==> config.mk <==
export PLATFORM = sky130hd
export DESIGN_NAME = dma_burst_window
export DESIGN_NICKNAME = d
export VERILOG_FILES = /design/src/rtl/dbw_pkg.sv /design/src/rtl/dbw_rst_sync.sv /design/src/rtl/dbw_cfg_reg.sv /design/src/rtl/dbw_index.sv /design/src/rtl/dbw_reg_array.sv /design/src/rtl/dma_burst_window.sv
export SDC_FILE = /design/constraint.sdc
export NUM_CORES = 1
export LEC_CHECK = 0
export ABC_CLOCK_PERIOD_IN_PS = 10400
export BUFFER_PORTS_ARGS = -buffer_cell sky130_fd_sc_hd__buf_2
export CAP_MARGIN = 5
export CORE_UTILIZATION = 63
export CTS_CLUSTER_SIZE = 10
export DETAILED_ROUTE_END_ITERATION = 10
export HOLD_SLACK_MARGIN = 0.02
export PLACE_DENSITY = 0.86
export SYNTH_ARGS = -nofsm -noshare
export SYNTH_HDL_FRONTEND = slang
export SYNTH_SLANG_ARGS = --single-unit
export TNS_END_PERCENT = 100
==> constraint.sdc <==
create_clock -name clk -period 10.4 [get_ports clk]
set_input_delay 0.52 -clock clk [delete_from_list [all_inputs] [get_ports clk]]
set_output_delay 0.52 -clock clk [all_outputs]
set_load 0.03 [all_outputs]
==> src/rtl/dbw_pkg.sv <==
package dbw_pkg;
  localparam int DATA_W   = 16;
  localparam int LEN_W    = 5;
  localparam int BASE_W   = 5;
  localparam int ADDR_W   = 5;
  localparam int TGT_W    = 6;
  localparam int MAX_LEN  = 17;
  localparam int LEN_LSB  = 8;
  localparam int BASE_LSB = 0;

  typedef struct packed {
    logic [LEN_W-1:0]  len;
    logic [BASE_W-1:0] base;
  } burst_cfg_t;
endpackage

==> src/rtl/dbw_rst_sync.sv <==
module dbw_rst_sync #(
  parameter int STAGES = 2
) (
  input  logic clk,
  input  logic rst_n,
  output logic rst_n_sync
);
  logic [STAGES-1:0] sh_q;
  logic [STAGES-1:0] sh_d;

  always_comb sh_d = {sh_q[STAGES-2:0], 1'b1};

  always_ff @(posedge clk or negedge rst_n) begin
    if (!rst_n) sh_q <= '0;
    else        sh_q <= sh_d;
  end

  assign rst_n_sync = sh_q[STAGES-1];
endmodule

==> src/rtl/dbw_cfg_reg.sv <==
module dbw_cfg_reg
  import dbw_pkg::*;
(
  input  logic              clk,
  input  logic              rst_n,
  input  logic              wr_en,
  input  logic [DATA_W-1:0] wdata,
  output burst_cfg_t        cfg_q
);
  burst_cfg_t       cfg_d;
  logic [LEN_W-1:0] len_in;

  always_comb begin
    len_in = wdata[LEN_LSB +: LEN_W];
    cfg_d  = cfg_q;
    if (wr_en) begin
      cfg_d.base = wdata[BASE_LSB +: BASE_W];
      cfg_d.len  = (int'(len_in) > MAX_LEN) ? LEN_W'(MAX_LEN) : len_in;
    end
  end

  always_ff @(posedge clk or negedge rst_n) begin
    if (!rst_n) cfg_q <= '0;
    else        cfg_q <= cfg_d;
  end
endmodule

==> src/rtl/dbw_index.sv <==
module dbw_index
  import dbw_pkg::*;
(
  input  logic             clk,
  input  logic             rst_n,
  input  logic             clear,
  input  logic             step,
  input  logic [LEN_W-1:0] len,
  output logic [LEN_W-1:0] idx_q
);
  logic [LEN_W-1:0] idx_d;

  always_comb begin
    idx_d = idx_q;
    if (clear)     idx_d = '0;
    else if (step) idx_d = (idx_q >= len) ? '0 : idx_q + LEN_W'(1);
  end

  always_ff @(posedge clk or negedge rst_n) begin
    if (!rst_n) idx_q <= '0;
    else        idx_q <= idx_d;
  end
endmodule

==> src/rtl/dbw_reg_array.sv <==
module dbw_reg_array
  import dbw_pkg::*;
#(
  parameter int NUM_REGS = 18,
  localparam int IDX_W   = (NUM_REGS > 1) ? $clog2(NUM_REGS) : 1
) (
  input  logic              clk,
  input  logic              rst_n,
  input  logic              we,
  input  logic [IDX_W-1:0]  addr,
  input  logic [DATA_W-1:0] wdata,
  output logic [DATA_W-1:0] rdata
);
  logic [DATA_W-1:0] mem [NUM_REGS];

  for (genvar g = 0; g < NUM_REGS; g++) begin : g_word
    logic [DATA_W-1:0] word_q;
    logic              word_en;
    assign word_en = we && (addr == IDX_W'(g));
    always_ff @(posedge clk or negedge rst_n) begin
      if (!rst_n)       word_q <= '0;
      else if (word_en) word_q <= wdata;
    end
    assign mem[g] = word_q;
  end

  always_comb begin
    rdata = '0;
    for (int i = 0; i < NUM_REGS; i++)
      if (addr == IDX_W'(i)) rdata = mem[i];
  end
endmodule

==> src/rtl/dma_burst_window.sv <==
module dma_burst_window
  import dbw_pkg::*;
#(
  parameter int NUM_REGS = 18,
  parameter int CFG_WORD = 18,
  parameter int WIN_WORD = 19
) (
  input  logic              clk,
  input  logic              rst_n,
  input  logic              bus_valid,
  input  logic              bus_write,
  input  logic [4:0]        bus_addr,
  input  logic [15:0]       bus_wdata,
  output logic [15:0]       bus_rdata
);
  localparam int IDX_W = (NUM_REGS > 1) ? $clog2(NUM_REGS) : 1;

  logic              rst_n_s;
  burst_cfg_t        cfg_q;
  logic [LEN_W-1:0]  idx_q;
  logic              cfg_hit, win_hit, direct_hit;
  logic [TGT_W-1:0]  tgt;
  logic              tgt_ok;
  logic              arr_sel, arr_we;
  logic [IDX_W-1:0]  arr_addr;
  logic [DATA_W-1:0] arr_rdata;
  logic [DATA_W-1:0] cfg_rd;

  dbw_rst_sync #(.STAGES(2)) u_rst (
    .clk(clk), .rst_n(rst_n), .rst_n_sync(rst_n_s)
  );

  assign cfg_hit    = bus_valid && (bus_addr == ADDR_W'(CFG_WORD));
  assign win_hit    = bus_valid && (bus_addr == ADDR_W'(WIN_WORD));
  assign direct_hit = bus_valid && (int'(bus_addr) < NUM_REGS);

  assign tgt    = TGT_W'(cfg_q.base) + TGT_W'(idx_q);
  assign tgt_ok = int'(tgt) < NUM_REGS;

  assign arr_sel  = win_hit ? tgt_ok : direct_hit;
  assign arr_addr = win_hit ? IDX_W'(tgt) : IDX_W'(bus_addr);
  assign arr_we   = arr_sel && bus_write;

  dbw_cfg_reg u_cfg (
    .clk(clk), .rst_n(rst_n_s),
    .wr_en(cfg_hit && bus_write), .wdata(bus_wdata),
    .cfg_q(cfg_q)
  );

  dbw_index u_idx (
    .clk(clk), .rst_n(rst_n_s),
    .clear(cfg_hit && bus_write), .step(win_hit),
    .len(cfg_q.len), .idx_q(idx_q)
  );

  dbw_reg_array #(.NUM_REGS(NUM_REGS)) u_arr (
    .clk(clk), .rst_n(rst_n_s),
    .we(arr_we), .addr(arr_addr), .wdata(bus_wdata),
    .rdata(arr_rdata)
  );

  always_comb begin
    cfg_rd = '0;
    cfg_rd[LEN_LSB  +: LEN_W]  = cfg_q.len;
    cfg_rd[BASE_LSB +: BASE_W] = cfg_q.base;
  end

  always_comb begin
    bus_rdata = '0;
    if (bus_valid && !bus_write) begin
      if (cfg_hit)      bus_rdata = cfg_rd;
      else if (arr_sel) bus_rdata = arr_rdata;
    end
  end
endmodule

## After elaboration in Yosys (flattened, before gate mapping)

Cells that the tools add are included.

- Flip-flop bits (word level): 305
- Word-level logic and storage cells: 101
- Output and inout bits: 16
- Bits of input ports: 25

- Order comparisons: 4
- Multiplexer cells: 27
- Equal/unequal tests: 19
- Add/sub/neg operators: 2
- Reductions and logical operators: 27

Operators by type and width:

| kind | count |
|---|---|
| $mux 16 | 21 |
| $eq 5x4->1 const B | 8 |
| $mux 5 | 5 |
| $logic_and 1x1->1 | 24 |
| $eq 5x3->1 const B | 4 |
| $eq 5x5->1 const B | 4 |
| $eq 5x2->1 const B | 2 |
| $add 5x5->6 | 1 |
| $lt 6x5->1 const B | 1 |
| $add 5x1->5 const B | 1 |
| $eq 5x1->1 const B | 1 |
| $ge 5x5->1 | 1 |
| $gt 5x5->1 const B | 1 |
| $logic_not 5->1 | 1 |
| $lt 5x5->1 const B | 1 |
| $reduce_bool 2->1 | 1 |
| $logic_not 1->1 | 1 |
| $mux 1 | 1 |

## Depth between registers and ports, before layout

- Depth after elaboration: 25
- Gate-level depth with buffers: 13
- Gate-level depth less buffers: 10

## Cells and area by module

Synthesis repeated with hierarchy kept, for this count alone.

- Cell total of the unflattened synthesis: 1307
- Area, all modules: 15583.7 um^2

Modules (own cells, without submodules):

| module | area an instance (um^2) | cells an instance | seq. area each (um^2) | times used |
|---|---|---|---|---|
| dbw_reg_array | 14071.0 | 1131 | 7206.9 | 1 |
| dma_burst_window | 629.4 | 96 | 0.0 | 1 |
| dbw_index | 422.9 | 47 | 125.1 | 1 |
| dbw_cfg_reg | 406.6 | 30 | 250.2 | 1 |
| dbw_rst_sync | 53.8 | 3 | 50.0 | 1 |

## Least setup slack after synthesis

Ideal clock, no wire load.

- Path type: reg-to-output
- Start: register u_idx.idx_q[0]
- End: output bus_rdata[1]
- Data arrival time: 3.541 ns
- Buffers on the path: 2
- Cell stages (with the launch flop): 13
- Data required time: 9.880 ns
- Setup slack: 6.339 ns
- Path through: dfrtp_1 > ha_1 > fa_1 > buf_2 > a21o_1 > a2111oi_2 > nor3b_4 > buf_6 > nor3_4 > a22oi_1 > nand2_1 > o221ai_1 > a221oi_1

- Word-level cells in the longest chain between the ends: 24
- Elaborated cells on any way between the ends: 43

Ends and longest elaborated chain:

| item | RTL line | source |
|---|---|---|
| start, declared | dbw_index.sv:9 | `output logic [LEN_W-1:0] idx_q` |
| start signal, assigned | dbw_index.sv:21 | `else idx_q <= idx_d;` |
| $add 5x5->6 (*) | dma_burst_window.sv:37 | `assign tgt = TGT_W'(cfg_q.base) + TGT_W'(idx_q);` |
| $mux 5 | dma_burst_window.sv:41 | `assign arr_addr = win_hit ? IDX_W'(tgt) : IDX_W'(bus_addr);` |
| $logic_not 5->1 | dbw_reg_array.sv:30 | `if (addr == IDX_W'(i)) rdata = mem[i];` |
| $mux 16 (18 in series) | dbw_reg_array.sv:30 |  |
| $mux 16 (*) | dma_burst_window.sv:72 | `else if (arr_sel) bus_rdata = arr_rdata;` |
| $mux 16 (*) | dma_burst_window.sv:71 | `if (cfg_hit) bus_rdata = cfg_rd;` |
| $mux 16 (*) | dma_burst_window.sv:70 | `if (bus_valid && !bus_write) begin` |
| end, declared | dma_burst_window.sv:14 | `output logic [15:0] bus_rdata` |

Mark *: on every way between the ends. The rest lies on a longest branch, timed or not.

## Worst setup path in the final report

- Start: register u_cfg.cfg_q[0] (netlist name)
- End: output bus_rdata[7]

- Word-level cells in the longest chain between the ends: 24
- Elaborated cells on any way between the ends: 43

Ends and longest elaborated chain:

| item | RTL line |
|---|---|
| $add 5x5->6 (*) | dma_burst_window.sv:37 |
| $mux 5 | dma_burst_window.sv:41 |
| $logic_not 5->1 | dbw_reg_array.sv:30 |
| $mux 16 (18 in series) | dbw_reg_array.sv:30 |
| $mux 16 (*) | dma_burst_window.sv:72 |
| $mux 16 (*) | dma_burst_window.sv:71 |
| $mux 16 (*) | dma_burst_window.sv:70 |

Marked as above.

==> parameters.txt <==
Parameter                              Value

Run status
  Run status    finished clean

GRT
  Global-route usage over all layers    0.364
  Largest net degree at the start of global routing    82
  Via count of the first global-routing pass    11500
  Initial antenna violation count    2
  Global-route wire length before repair    66.9 mm
  Overflow left after global routing    0

Power
  Leakage component of the power    7.59 nW
  Comb pwr share    0.117
  Clk pwr share    0.391
  Power, Total    2.82 mW
  Power density normalized to cell area    171 nW/um2
  Part of the total power dissipated in sequential elements    0.492
  Int Power    2.09 mW
  Worst IR drop on VDD    177 uV
  Net switching component of the power    725 uW
  Switching Fraction    0.257

Logic synthesis
  Fraction of registers with async set/reset    1.00
  Synthesized flop and latch total    305
  Synthesized netlist cell count    1227
  Combined area of all synthesized cells    15400 um2
  Net count after synthesis    1264
  Synth cell types    86
  Average cell area after synthesis    12.5 um2
  Number of enable flip-flop cells after synthesis    0
  Seq/Total Area, Yosys    0.497
  Top flip-flop cell by instance count after synthesis    dfrtp_1
  YS warnings    0

Timing
  Relative slew margins    0.135
  Pins Over Slew Limit    0
  Skew final    0.0192 ns
  Fin. Hold Viols    0
  Setup repair after global routing missed its margin    false
  Transition time at the pin with the least slew margin    1.30 ns
  Period Utilization, post-route    0.536
  F_max    179 MHz
  Min Tclk post-route    5.57 ns
  Setup TNS    0 ns
  Number of setup violations in the final report    0

Run
  Maximum Capacitance Violations    0

CTS
  CTS Hold Buffers Added    1
  CTS buffer count    36
  Max Buffers Root-to-Sink    3
  Root buffer cell    clkbuf_16
  TritonCTS clock tree    yes
  H-tree depth    2
  Post-CTS Resized    0
  Buffers inserted by post-CTS timing repair    0
  Sink Count    305
  Post-CTS clock slew at the launch and capture registers of the worst setup and hold paths    0.05 ns
  Clock latency on the worst-skew pair    0.53 ns

Critical path
  CP Cell Sequence    ha_1, fa_1, xor2_1, o32ai_1, nor2_1, o21ai_1, a32o_1, nor2b_1, o211ai_1, a21oi_1, buf_2
  Classification of the worst setup path    flop to output pin
  Worst path required time    9.88 ns
  Top fanout value on the critical path    13
  Critical path capture point type    output pin
  Worst path bufs/invs    1
  Data arrival time of the worst path    5.05 ns
  Register-to-Register Setup Slack    5.48 ns
  Path length in cells of the critical path    11
  Kind of cell with the highest combined delay on the critical path    compound AO/OA/AOI/OAI gates
  CP peak stage delay    0.92 ns
  Depth of the most critical reg-to-reg path    9
  Kind of start point of the critical path    flop
  Critical-path top delay cell    nor2b_1

Placement
  Final weighted congestion in routability-driven placement    0.956
  HPWL Detailed    27.7 mm
  PortBufs    40

Die
  I/O pin total    41
  Floorplan row count    56
  Area of the core region    23700 um2
  Starting Density    0.648
  Die footprint    25000 um2
  Width of the die    158 um
  Chip Height    158 um

Layout
  Nets@finish    1261
  Most common library cell in the layout ignoring fill and taps    dfrtp_1
  Commonest non-fill, non-tap cells in the layout    dfrtp_1, mux2_2, nand2_1
  Synthesis-to-layout area growth    7.17%
  Seq. cell area    7640 um2
  Filler Cell Count    1660
  Multi-input combinational cell area    7110 um2
  Proportion of layout cells with a drive suffix above 1    0.344

Route
  Detail-routed via count per cell    7.23
  Routed wire length    43.1 mm
  Via count    11200
  Average wire per standard cell    27.9 um
  Final ANT Viol Nets    0
  DRC violation count after routing    0
  Total iterations of the first detailed-routing run    10
  Iteration-0 DRC count of the detailed router    1731

Min path
  Kind of path behind the tightest hold check    input pin to asynchronous set/reset pin
flip-flops by register name (all words and copies together) (netlist names):
name / flops
u_idx.idx_q: 5
u_rst.sh_q: 2
u_arr.g_word.word_q: 288
u_cfg.cfg_q: 10
final cells by class:
type | count | share of cell area
repair buffers | 52 | 0.0178
clock buffers | 41 | 0.0578
diodes | 1 | 0.000152
inverters | 13 | 0.00296
clock inverters | 2 | 0.00106
multi-input cells | 816 | 0.432
well taps | 319 | 0.0243
flip-flops and latches | 305 | 0.464
power groups by stage:
stage	logic, mW	clock network, mW	registers, mW
after CTS	0.327	1.10	1.38
final	0.331	1.10	1.39
after floorplan	0.237	0	1.39
after detailed placement	0.324	0	1.40
after global placement	0.310	0	1.39
after global routing	0.355	1.15	1.40
logic make-up after synthesis:
| kind of cell | Yosys count | share of synthesized area |
|---|---|---|
| AO/OA/AOI/OAI | 257 | 0.118 |
| XOR/XNOR | 5 | 0.00285 |
| adder cells (fa/ha/maj) | 12 | 0.0103 |
| buffers and inverters | 106 | 0.0406 |
| flip-flops | 305 | 0.497 |
| multiplexers | 314 | 0.243 |
| other | 1 | 0.000244 |
| AND/OR/NAND/NOR | 227 | 0.0881 |
per-layer routing:
metal / part of all wire / vias up / routed length (um) / global-route usage
met4: 0.057 / 2 / 2450 / 0.212
met2: 0.45 / 781 / 19300 / 0.552
li1: - / 4535 / - / -
met3: 0.11 / 205 / 4840 / 0.102
met1: 0.38 / 5676 / 16500 / 0.471
met5: 0.00025 / - / 11 / 0
path summary, 6_finish.rpt:
kind / end / from
max: bus_rdata[7] / u_cfg.cfg_q[0]
min: u_rst.sh_q[1] / rst_n
max reg2reg: u_arr.g_word[7].word_q[5] / u_cfg.cfg_q[0]
min reg2reg: u_rst.sh_q[1] / u_rst.sh_q[0]
max in group asynchronous: u_idx.idx_q[3] / u_rst.sh_q[1]
min in group clk: u_rst.sh_q[1] / u_rst.sh_q[0]
cell usage after synthesis (4+ instances only):
cell type	instances	area [um2]
buf_4	13	97.6
nand3_1	17	85.1
a22oi_1	20	150
buf_2	21	105
buf_1	10	37.5
a22o_1	10	87.6
o21ai_1	7	35.0
nor3_2	8	80.1
nor3_1	8	40.0
nand2b_1	8	50.1
mux2_1	22	248
ha_1	11	138
mux2_4	20	300
or3_1	4	25.0
a222oi_1	8	80.1
o21ai_0	53	265
o221ai_1	12	105
o211ai_1	10	75.1
and2_1	4	25.0
clkbuf_1	31	116
mux2_2	249	2800
mux4_2	8	180
nor4_1	5	31.3
mux2i_1	12	120
o32ai_1	5	43.8
a21o_1	8	60.1
inv_1	13	48.8
buf_6	14	158
a221oi_1	14	123
nor2_4	7	78.8
and3_1	7	43.8
o21a_1	8	60.1
dfrtp_1	305	7630
nor2_1	46	173
a21oi_1	48	240
nor3_4	8	130
nand2_1	73	274
a31oi_1	8	50.1
nand4_1	6	37.5
o22ai_1	7	43.8
per-stage QoR:
| step | utilization | setup slack [ns] | std cells | hold WS [ns] | cell area, um2 |
|---|---|---|---|---|---|
| global route | 0.695 | 4.75 | 1548 | 0.310 | 16500 |
| CTS | 0.695 | 5.01 | 1548 | 0.304 | 16500 |
| global placement | 0.654 | 5.62 | 1504 | 0.306 | 15500 |
| floorplan | - | 1.27 | 1227 | 0.224 | 15400 |
| finish | 0.695 | 4.83 | 1549 | 0.315 | 16500 |
| detailed placement | 0.654 | 5.59 | 1504 | 0.307 | 15500 |
Power figures use the tool's default switching activity.
